==> config.mk <==
export PLATFORM = sky130hd
export DESIGN_NAME = hsl_status_unit
export DESIGN_NICKNAME = d
export VERILOG_FILES = /design/src/rtl/hsl_pkg.sv /design/src/rtl/hsl_rst_sync.sv /design/src/rtl/hsl_sync.sv /design/src/rtl/hsl_flags.sv /design/src/rtl/hsl_status_unit.sv
export SDC_FILE = /design/constraint.sdc
export NUM_CORES = 1
export LEC_CHECK = 0
export ABC_CLOCK_PERIOD_IN_PS = 1000
export BUFFER_PORTS_ARGS = -buffer_cell sky130_fd_sc_hd__buf_4
export CAP_MARGIN = 20
export CORE_MARGIN = 2
export CORE_UTILIZATION = 45
export CTS_CLUSTER_SIZE = 14
export DETAILED_ROUTE_END_ITERATION = 12
export GPL_ROUTABILITY_DRIVEN = 1
export PLACE_DENSITY = 0.76
export SLEW_MARGIN = 20
export SYNTH_ARGS = -nofsm -noshare
export SYNTH_HDL_FRONTEND = slang
export SYNTH_SLANG_ARGS = --single-unit
==> constraint.sdc <==
create_clock -name clk -period 1 [get_ports clk]
set_input_delay 0.05 -clock clk [delete_from_list [all_inputs] [get_ports clk]]
set_output_delay 0.05 -clock clk [all_outputs]
set_load 0.005 [all_outputs]
==> src/rtl/hsl_pkg.sv <==
package hsl_pkg;
  localparam int unsigned HSL_LINES   = 4;
  localparam int unsigned HSL_PAIRS   = HSL_LINES / 2;
  localparam int unsigned HSL_DATA_W  = 8;
  localparam int unsigned HSL_MODE_LO = HSL_LINES + HSL_PAIRS;

  typedef enum logic {
    HSL_ADDR_CTRL   = 1'b0,
    HSL_ADDR_STATUS = 1'b1
  } hsl_addr_e;

  typedef struct packed {
    logic [1:0]           mode;
    logic [HSL_PAIRS-1:0] pair_en;
    logic [HSL_LINES-1:0] sense;
  } hsl_ctrl_t;
endpackage

==> src/rtl/hsl_rst_sync.sv <==
module hsl_rst_sync #(
  parameter int unsigned STAGES = 2
) (
  input  logic clk,
  input  logic rst_n,
  output logic rst_sync_n
);
  logic [STAGES-1:0] chain_q;
  logic [STAGES-1:0] chain_d;

  always_comb begin
    chain_d = {chain_q[STAGES-2:0], 1'b1};
  end

  always_ff @(posedge clk or negedge rst_n) begin
    if (!rst_n) chain_q <= '0;
    else        chain_q <= chain_d;
  end

  assign rst_sync_n = chain_q[STAGES-1];
endmodule

==> src/rtl/hsl_sync.sv <==
module hsl_sync #(
  parameter int unsigned WIDTH  = 4,
  parameter int unsigned STAGES = 2
) (
  input  logic             clk,
  input  logic             rst_n,
  input  logic [WIDTH-1:0] async_in,
  output logic [WIDTH-1:0] sync_out
);
  logic [WIDTH-1:0] stage_q [STAGES];
  logic [WIDTH-1:0] stage_d [STAGES];

  always_comb begin
    stage_d[0] = async_in;
    for (int s = 1; s < STAGES; s++) stage_d[s] = stage_q[s-1];
  end

  generate
    for (genvar g = 0; g < STAGES; g++) begin : g_stage
      always_ff @(posedge clk or negedge rst_n) begin
        if (!rst_n) stage_q[g] <= '0;
        else        stage_q[g] <= stage_d[g];
      end
    end
  endgenerate

  assign sync_out = stage_q[STAGES-1];
endmodule

==> src/rtl/hsl_flags.sv <==
module hsl_flags #(
  parameter int unsigned LINES = 4
) (
  input  logic             clk,
  input  logic             rst_n,
  input  logic [LINES-1:0] level,
  input  logic [LINES-1:0] sense,
  input  logic [LINES-1:0] line_en,
  input  logic [LINES-1:0] clr_req,
  output logic [LINES-1:0] flags_q
);
  logic [LINES-1:0] act;
  logic [LINES-1:0] prev_act_q;
  logic [LINES-1:0] rise;
  logic [LINES-1:0] flags_d;

  // polarity correction: a sense bit of 1 means the high level is active
  always_comb begin
    act     = ~(level ^ sense);
    rise    = act & ~prev_act_q & line_en;
    flags_d = (flags_q & ~clr_req) | rise;   // a set event beats a clear
  end

  always_ff @(posedge clk or negedge rst_n) begin
    if (!rst_n) begin
      prev_act_q <= '0;
      flags_q    <= '0;
    end else begin
      prev_act_q <= act;
      flags_q    <= flags_d;
    end
  end

  p_flag_only_on_rise_r4: assert property (@(posedge clk) disable iff (!rst_n)
    ((flags_q & ~$past(flags_q)) & ~$past(act & ~prev_act_q)) == '0);

  p_pair_gate_r6: assert property (@(posedge clk) disable iff (!rst_n)
    ((flags_q & ~$past(flags_q)) & ~$past(line_en)) == '0);

  p_w1c_r7: assert property (@(posedge clk) disable iff (!rst_n)
    (flags_q & $past(clr_req & ~rise)) == '0);

  p_set_wins_r8: assert property (@(posedge clk) disable iff (!rst_n)
    (flags_q & $past(rise)) == $past(rise));
endmodule

==> src/rtl/hsl_status_unit.sv <==
module hsl_status_unit
  import hsl_pkg::*;
#(
  parameter int unsigned SYNC_STAGES = 2
) (
  input  logic                  clk,
  input  logic                  rst_n,
  input  logic                  wr_en,
  input  logic                  wr_addr,
  input  logic [HSL_DATA_W-1:0] wr_data,
  input  logic [HSL_LINES-1:0]  hs_line,
  input  logic [HSL_LINES-1:0]  line_irq_en,
  output logic [HSL_DATA_W-1:0] ctrl_q,
  output logic [1:0]            port_mode,
  output logic [HSL_DATA_W-1:0] status_q,
  output logic                  irq
);
  logic                 rst_sync_n;
  hsl_ctrl_t            ctrl_r;
  hsl_ctrl_t            ctrl_d;
  logic                 ctrl_we;
  logic [HSL_LINES-1:0] clr_req;
  logic [HSL_LINES-1:0] level;
  logic [HSL_LINES-1:0] line_en;
  logic [HSL_LINES-1:0] flags;

  hsl_rst_sync #(.STAGES(2)) u_rst (
    .clk(clk), .rst_n(rst_n), .rst_sync_n(rst_sync_n));

  // write decode
  always_comb begin
    ctrl_we = wr_en && (wr_addr == HSL_ADDR_CTRL);
    clr_req = (wr_en && (wr_addr == HSL_ADDR_STATUS)) ? wr_data[HSL_LINES-1:0] : '0;
    ctrl_d  = ctrl_r;
    if (ctrl_we) ctrl_d = hsl_ctrl_t'(wr_data);
  end

  always_ff @(posedge clk or negedge rst_sync_n) begin
    if (!rst_sync_n) ctrl_r <= '0;
    else             ctrl_r <= ctrl_d;
  end

  // one pair-enable bit covers two neighbouring lines
  generate
    for (genvar i = 0; i < HSL_LINES; i++) begin : g_pair
      assign line_en[i] = ctrl_r.pair_en[i/2];
    end
  endgenerate

  hsl_sync #(.WIDTH(HSL_LINES), .STAGES(SYNC_STAGES)) u_sync (
    .clk(clk), .rst_n(rst_sync_n), .async_in(hs_line), .sync_out(level));

  hsl_flags #(.LINES(HSL_LINES)) u_flags (
    .clk(clk), .rst_n(rst_sync_n), .level(level), .sense(ctrl_r.sense),
    .line_en(line_en), .clr_req(clr_req), .flags_q(flags));

  assign ctrl_q    = ctrl_r;
  assign port_mode = ctrl_r.mode;
  assign status_q  = {level, flags};
  assign irq       = |(flags & line_irq_en & line_en);

  p_ctrl_write_r2: assert property (@(posedge clk) disable iff (!rst_sync_n)
    (wr_en && wr_addr == HSL_ADDR_CTRL) |=> ctrl_q == $past(wr_data));

  p_ctrl_hold_r2: assert property (@(posedge clk) disable iff (!rst_sync_n)
    !(wr_en && wr_addr == HSL_ADDR_CTRL) |=> $stable(ctrl_q));

  p_irq_needs_flag_r9: assert property (@(posedge clk) disable iff (!rst_sync_n)
    irq |-> (status_q[HSL_LINES-1:0] != '0));
endmodule

=== Word level (Yosys, flattened, before mapping) ===
Index checks and enable logic that the tools add are counted.

* Register bits: 26
* Input port bits: 20

* Bitwise gates (word level): 11
* Multiplexer cells: 1
* Reduce and logical (&&, ||, !) cells: 3

{| class="wikitable"
|+ Operator list
! cell !! number
|-
| $and A4 B4 Y4 || 5
|-
| $not A4 Y4 || 3
|-
| $mux W4 || 1
|-
| $or A4 B4 Y4 || 1
|-
| $reduce_or A4 Y1 || 1
|-
| $xor A4 B4 Y4 || 1
|-
| $logic_and A1 B1 Y1 || 2
|-
| $not A1 Y1 || 1
|}

=== Depth between registers and ports, before layout ===
* Depth after elaboration: 5
* Depth in mapped cells: 3
* Mapped depth without buffers: 2

=== By module ===
A second synthesis with hierarchy kept.

* Cells, all modules: 62
* Area, all modules: 975.9 µm²

{| class="wikitable"
|+ By module, submodules not included
! module !! area each (µm²) !! times used !! seq. area each (µm²) !! cells each
|-
| hsl_status_unit || 416.6 || 1 || 200.2 || 27
|-
| hsl_flags || 305.3 || 1 || 200.2 || 24
|-
| hsl_sync || 200.2 || 1 || 200.2 || 8
|-
| hsl_rst_sync || 53.8 || 1 || 50.0 || 3
|}

=== Worst setup path before layout ===
Ideal clock, no wire load.

* Path type: register to register
* Start point: register ctrl_r, in the netlist ctrl_q[0]
* End point: register u_flags.flags_q[0]
* Buffers on the path: 0
* Cell stages (with the launch flop): 3
* Period minus slack after synthesis: 0.894 ns
* Setup time: 0.122 ns
* Data arrival time: 0.772 ns
* Slack: 0.106 ns
* Required time: 0.878 ns
* Cell sequence: dfrtp_1 xnor2_1 a32o_1

* Word-level cells in the longest chain between the ends: 5

{| class="wikitable"
|+ RTL lines
! item !! RTL line !! RTL
|-
| start, declared || hsl_status_unit.sv:19 || <nowiki>hsl_ctrl_t ctrl_r;</nowiki>
|-
| start signal, assigned || hsl_status_unit.sv:40 || <nowiki>else ctrl_r <= ctrl_d;</nowiki>
|-
| $xor A4 B4 Y4 || hsl_flags.sv:19 || <nowiki>act = ~(level ^ sense);</nowiki>
|-
| $not A4 Y4 || hsl_flags.sv:19 ||
|-
| via u_flags.act[0] || hsl_flags.sv:12 || <nowiki>logic [LINES-1:0] act;</nowiki>
|-
| $and A4 B4 Y4 (2 in a row) || hsl_flags.sv:20 || <nowiki>rise = act & ~prev_act_q & line_en;</nowiki>
|-
| $or A4 B4 Y4 || hsl_flags.sv:21 || <nowiki>flags_d = (flags_q & ~clr_req) | rise;</nowiki>
|-
| via u_flags.flags_d[0] || hsl_flags.sv:15 || <nowiki>logic [LINES-1:0] flags_d;</nowiki>
|-
| end signal, assigned || hsl_flags.sv:30 || <nowiki>flags_q <= flags_d;</nowiki>
|-
| end, declared || hsl_flags.sv:10 || <nowiki>output logic [LINES-1:0] flags_q</nowiki>
|}

The timed path passes the listed nets, and every way through them passes these cells.
A chain may end at the register's enable or synchronous reset.

=== Final worst setup path ===
* Start point: register u_flags.flags_q[1]
* End point: output port irq

* Word-level cells in the longest chain between the ends: 3

{| class="wikitable"
|+ RTL lines
! item !! RTL line !! RTL
|-
| $and A4 B4 Y4 (2 in a row) || hsl_status_unit.sv:60 || <nowiki>assign irq = |(flags & line_irq_en & line_en);</nowiki>
|-
| $reduce_or A4 Y1 || hsl_status_unit.sv:60 ||
|-
| end, declared || hsl_status_unit.sv:16 || <nowiki>output logic irq</nowiki>
|}

Every way passes these cells.

==> impl_summary.txt <==
----------------------------------------------------
[Run status]
  Outcome ... finished, violations left
  Violated checks ... setup timing

[Pwr]
  Power share of the clock group ... 24.6%
  Part of the power in combinational logic ... 28.3%
  Sw Ratio ... between 20% and 30%
  Final Total Pwr ... between 0.002 and 0.003 W
  Power density over cell area ... 1860 mW/mm2
  Internal power ... ~0.0022 W
  Max VDD drop ... approximately 1200 uV
  Switching power total ... around 0.00066 W
  Share of total power in sequential cells ... a little under half
  Static Leak ... approximately 0.75 nW

[Worst setup path]
  Capture point of the worst reg-to-reg path ... u_flags.flags_q[2]$_DFF_PN0_
  Category of the worst setup path launch point ... register
  Setup slack of the worst register-to-register path ... -0.04 ns
  Crit path DAT ... roughly 1.3 ns
  Maximum fanout count along the critical path ... 3
  Worst reg-to-reg path cell count ... 4
  Origin of the critical flop-to-flop path ... u_flags.flags_q[2]$_DFF_PN0_
  Critical setup path kind ... reg2out
  Sort of element at the end of the critical path ... output port
  Startpoint of the most critical setup path ... u_flags.flags_q[1]$_DFF_PN0_
  Required @ worst endpoint ... about 0.95 ns
  Last element of the critical path ... irq

[Route]
  Number of iterations in the first detailed-routing pass ... 4
  Vias post-DR ... between 600 and 700
  Total DRC errors in the routed layout ... 0
  WL per Instance ... 14.5 um
  Final wirelength ... roughly 2.1 mm
  Mean number of vias per cell ... 4.70
  Count of nets left with antenna violations after detail routing ... 0
  DRC marker count from the first detailed-route iteration ... 6

[Clock tree]
  Number of clock sinks seen by CTS ... 26
  Clock input transition at the sequential cells of the worst setup and hold paths ... about 0.13 ns
  TritonCTS buffer count ... 3
  Number of H-tree levels ... 1
  TritonCTS clock tree ... yes
  Buffers from clock root to sink, at most ... 2
  Root buffer selected by CTS ... sky130_fd_sc_hd__clkbuf_4
  Insertion delay of the later-clocked pin in the worst-skew pair ... roughly 0.32 ns

[Global routing]
  Largest net degree at the start of global routing ... 20
  Overall routing resource usage ... around 18%
  Number of antenna violations at the first check in global routing ... 0
  Grt ovf ... 0
  Vias in the first global route ... roughly 670
  Global-route wire length before repair ... ~3.2 mm

[Synth]
  Yosys warns ... 0
  Per-instance average area after synthesis ... about 16 um2
  Number of synthesized register bits ... 26
  Post-synthesis instance total ... 58
  Portion of the post-synthesis area used by sequential elements ... approximately 69%
  Post-synthesis instance area ... about 950 um2
  Syn Nets ... 78
  Number of library cell types mapped by synthesis ... 11

[Cells and area]
  Layout-stage area growth over the synthesis result ... 62.3%
  Final nets ... 140
  Post-route cell area ... 0.00154 mm2
  Leading cell type in the layout, fill and taps excluded ... sky130_fd_sc_hd__buf_4
  Top library cells by usage in the layout, fill and taps aside ... 40 x sky130_fd_sc_hd__buf_4, 24 x sky130_fd_sc_hd__dfrtp_1, 13 x sky130_fd_sc_hd__dlygate4sd3_1
  Fill cell count ... 131
  Layout cell share with drive strength beyond 1 ... a little over half
  Antenna diode count ... 0

[Timing]
  Clock Skews ... slightly above 0.006 ns
  Final max-slew violation count ... 0
  Final sum of negative setup slack ... -0.651 ns
  Share of the clock period used by the worst path ... 132%
  Max Clk Rate ... around 750 MHz
  Relative max-transition margin ... between 50% and 60%
  Setup repair after global routing missed its margin ... yes
  Actual transition at the worst max-transition pin ... ~0.6 ns
  Final Worst Setup Slack ... -0.325 ns
  Setup Viol. Count Final ... 5
  Final Hold Violating Endpoints ... 0
  Final Critical Period ... roughly 1.3 ns

[Floorplanning]
  I/O pin cnt ... 39
  Core area ... 0.00198 mm2
  Die boundary width ... ~50 um
  Starting utilization of the core area ... a little under half
  Site Rows ... 16
  Die Y ... roughly 50 um
  Area enclosed by the die boundary ... between 0.002 and 0.0025 mm2

[Worst hold path]
  Path category of the worst min-delay check ... in2async

[Placed design]
  Half-perimeter wire length of the detailed placement result ... between 1 and 1.5 mm
  Number of buffer cells added on primary ports ... 38
  RePlAce Congestion ... roughly 0.70
  Area post-placement ... between 0.001 and 0.0015 mm2

[Job]
  Number of max-capacitance violations reported ... 0

----------------------------------------------------
timing repair:
item	CTS	global route
hold endpoints to repair	14	0
hold buffers	13	0
setup buffers	1	4
gates resized for setup	1	10
pin swaps	2	1
setup endpoints to repair	3	7
cell usage after synthesis:
cell type / number / share of area, %
sky130_fd_sc_hd__a32o_1: 4 / 4.2
sky130_fd_sc_hd__dfrtp_1: 26 / 69
sky130_fd_sc_hd__mux2_4: 8 / 13
sky130_fd_sc_hd__inv_1: 4 / 1.6
sky130_fd_sc_hd__buf_4: 2 / 1.6
sky130_fd_sc_hd__a22o_1: 3 / 2.8
sky130_fd_sc_hd__conb_1: 1 / 0.40
sky130_fd_sc_hd__nand3_1: 4 / 2.1
sky130_fd_sc_hd__buf_6: 1 / 1.2
sky130_fd_sc_hd__xnor2_1: 4 / 3.7
sky130_fd_sc_hd__nor2b_2: 1 / 0.93
logic make-up (layout without fill, tap and decap cells):
group | count (synthesis) | count (layout) | share of synthesized area (%)
XOR/XNOR | 4 | 4 | 3.70
other | 1 | 1 | 0.396
flip-flops | 26 | 26 | 68.8
buffers and inverters | 7 | 68 | 4.36
multiplexers | 8 | 8 | 12.7
AND/OR/NAND/NOR | 5 | 5 | 3.04
AO/OA/AOI/OAI | 7 | 7 | 7.01
flip-flops by register name (all words and copies together) (netlist names):
signal	count
u_flags.prev_act_q	4
ctrl_q	6
u_sync.stage_d	4
u_flags.flags_q	4
u_sync.sync_out	4
u_rst.chain_q	2
port_mode	2
through the flow:
stage / cells / worst slack, ns / utilization [%] / hold WS [ns]
2_1_floorplan: 58 / 0.106 / - / -0.246
3_3_place_gp: 125 / -0.115 / 65.0 / -0.167
3_5_place_dp: 125 / -0.132 / 65.0 / -0.167
4_1_cts: 143 / -0.334 / 74.8 / 0.00997
5_1_grt: 146 / -0.377 / 77.5 / 0.0238
6_report: 146 / -0.325 / 77.5 / 0.0417
cell type report:
cell class / count / area [um2] / area share (%)
inverters: 4 / 15.0 / 0.978
clock inverters: 1 / 30.0 / 1.96
multi-input cells: 25 / 263 / 17.1
clock buffers: 3 / 22.5 / 1.47
repair buffers: 60 / 518 / 33.7
well taps: 27 / 33.8 / 2.20
flip-flops and latches: 26 / 653 / 42.5
metal layers:
layer / vias to the layer above / wire (um) / track usage (%)
met5: - / 0 / 0
met2: 23 / 1180 / 32.0
met4: 0 / 38 / 9.72
met1: 337 / 817 / 21.4
li1: 320 / - / -
met3: 6 / 83 / 2.12
power groups by stage:
stage	sequential, W	combinational (W)	clock [W]
finish	0.00135	0.000808	0.000702
global route	0.00137	0.000868	0.000760
CTS	0.00134	0.000718	0.000721
detailed placement	0.00136	0.000640	0
global placement	0.00135	0.000622	0
floorplan	0.00136	0.000249	0
how the worst min path moves through the flow:
stage | depth (start not counted) | slack (ns) | end
2_1_floorplan | 0 | -0.25 | u_rst.chain_q[0]$_DFF_PN0_
3_3_place_gp | 1 | -0.17 | u_rst.chain_q[0]$_DFF_PN0_
3_5_place_dp | 1 | -0.17 | u_rst.chain_q[0]$_DFF_PN0_
4_1_cts | 2 | 0.01 | u_rst.chain_q[0]$_DFF_PN0_
5_1_grt | 2 | 0.02 | u_rst.chain_q[0]$_DFF_PN0_
6_report | 2 | 0.04 | u_rst.chain_q[0]$_DFF_PN0_
worst max-delay path, stage by stage, from the launching register on:
cell	delay (ns)
sky130_fd_sc_hd__dfrtp_1	0.44
sky130_fd_sc_hd__a22o_1	0.22
sky130_fd_sc_hd__a22o_1	0.17
sky130_fd_sc_hd__buf_4	0.13
No activity file was read; power rests on OpenSTA's default activity.
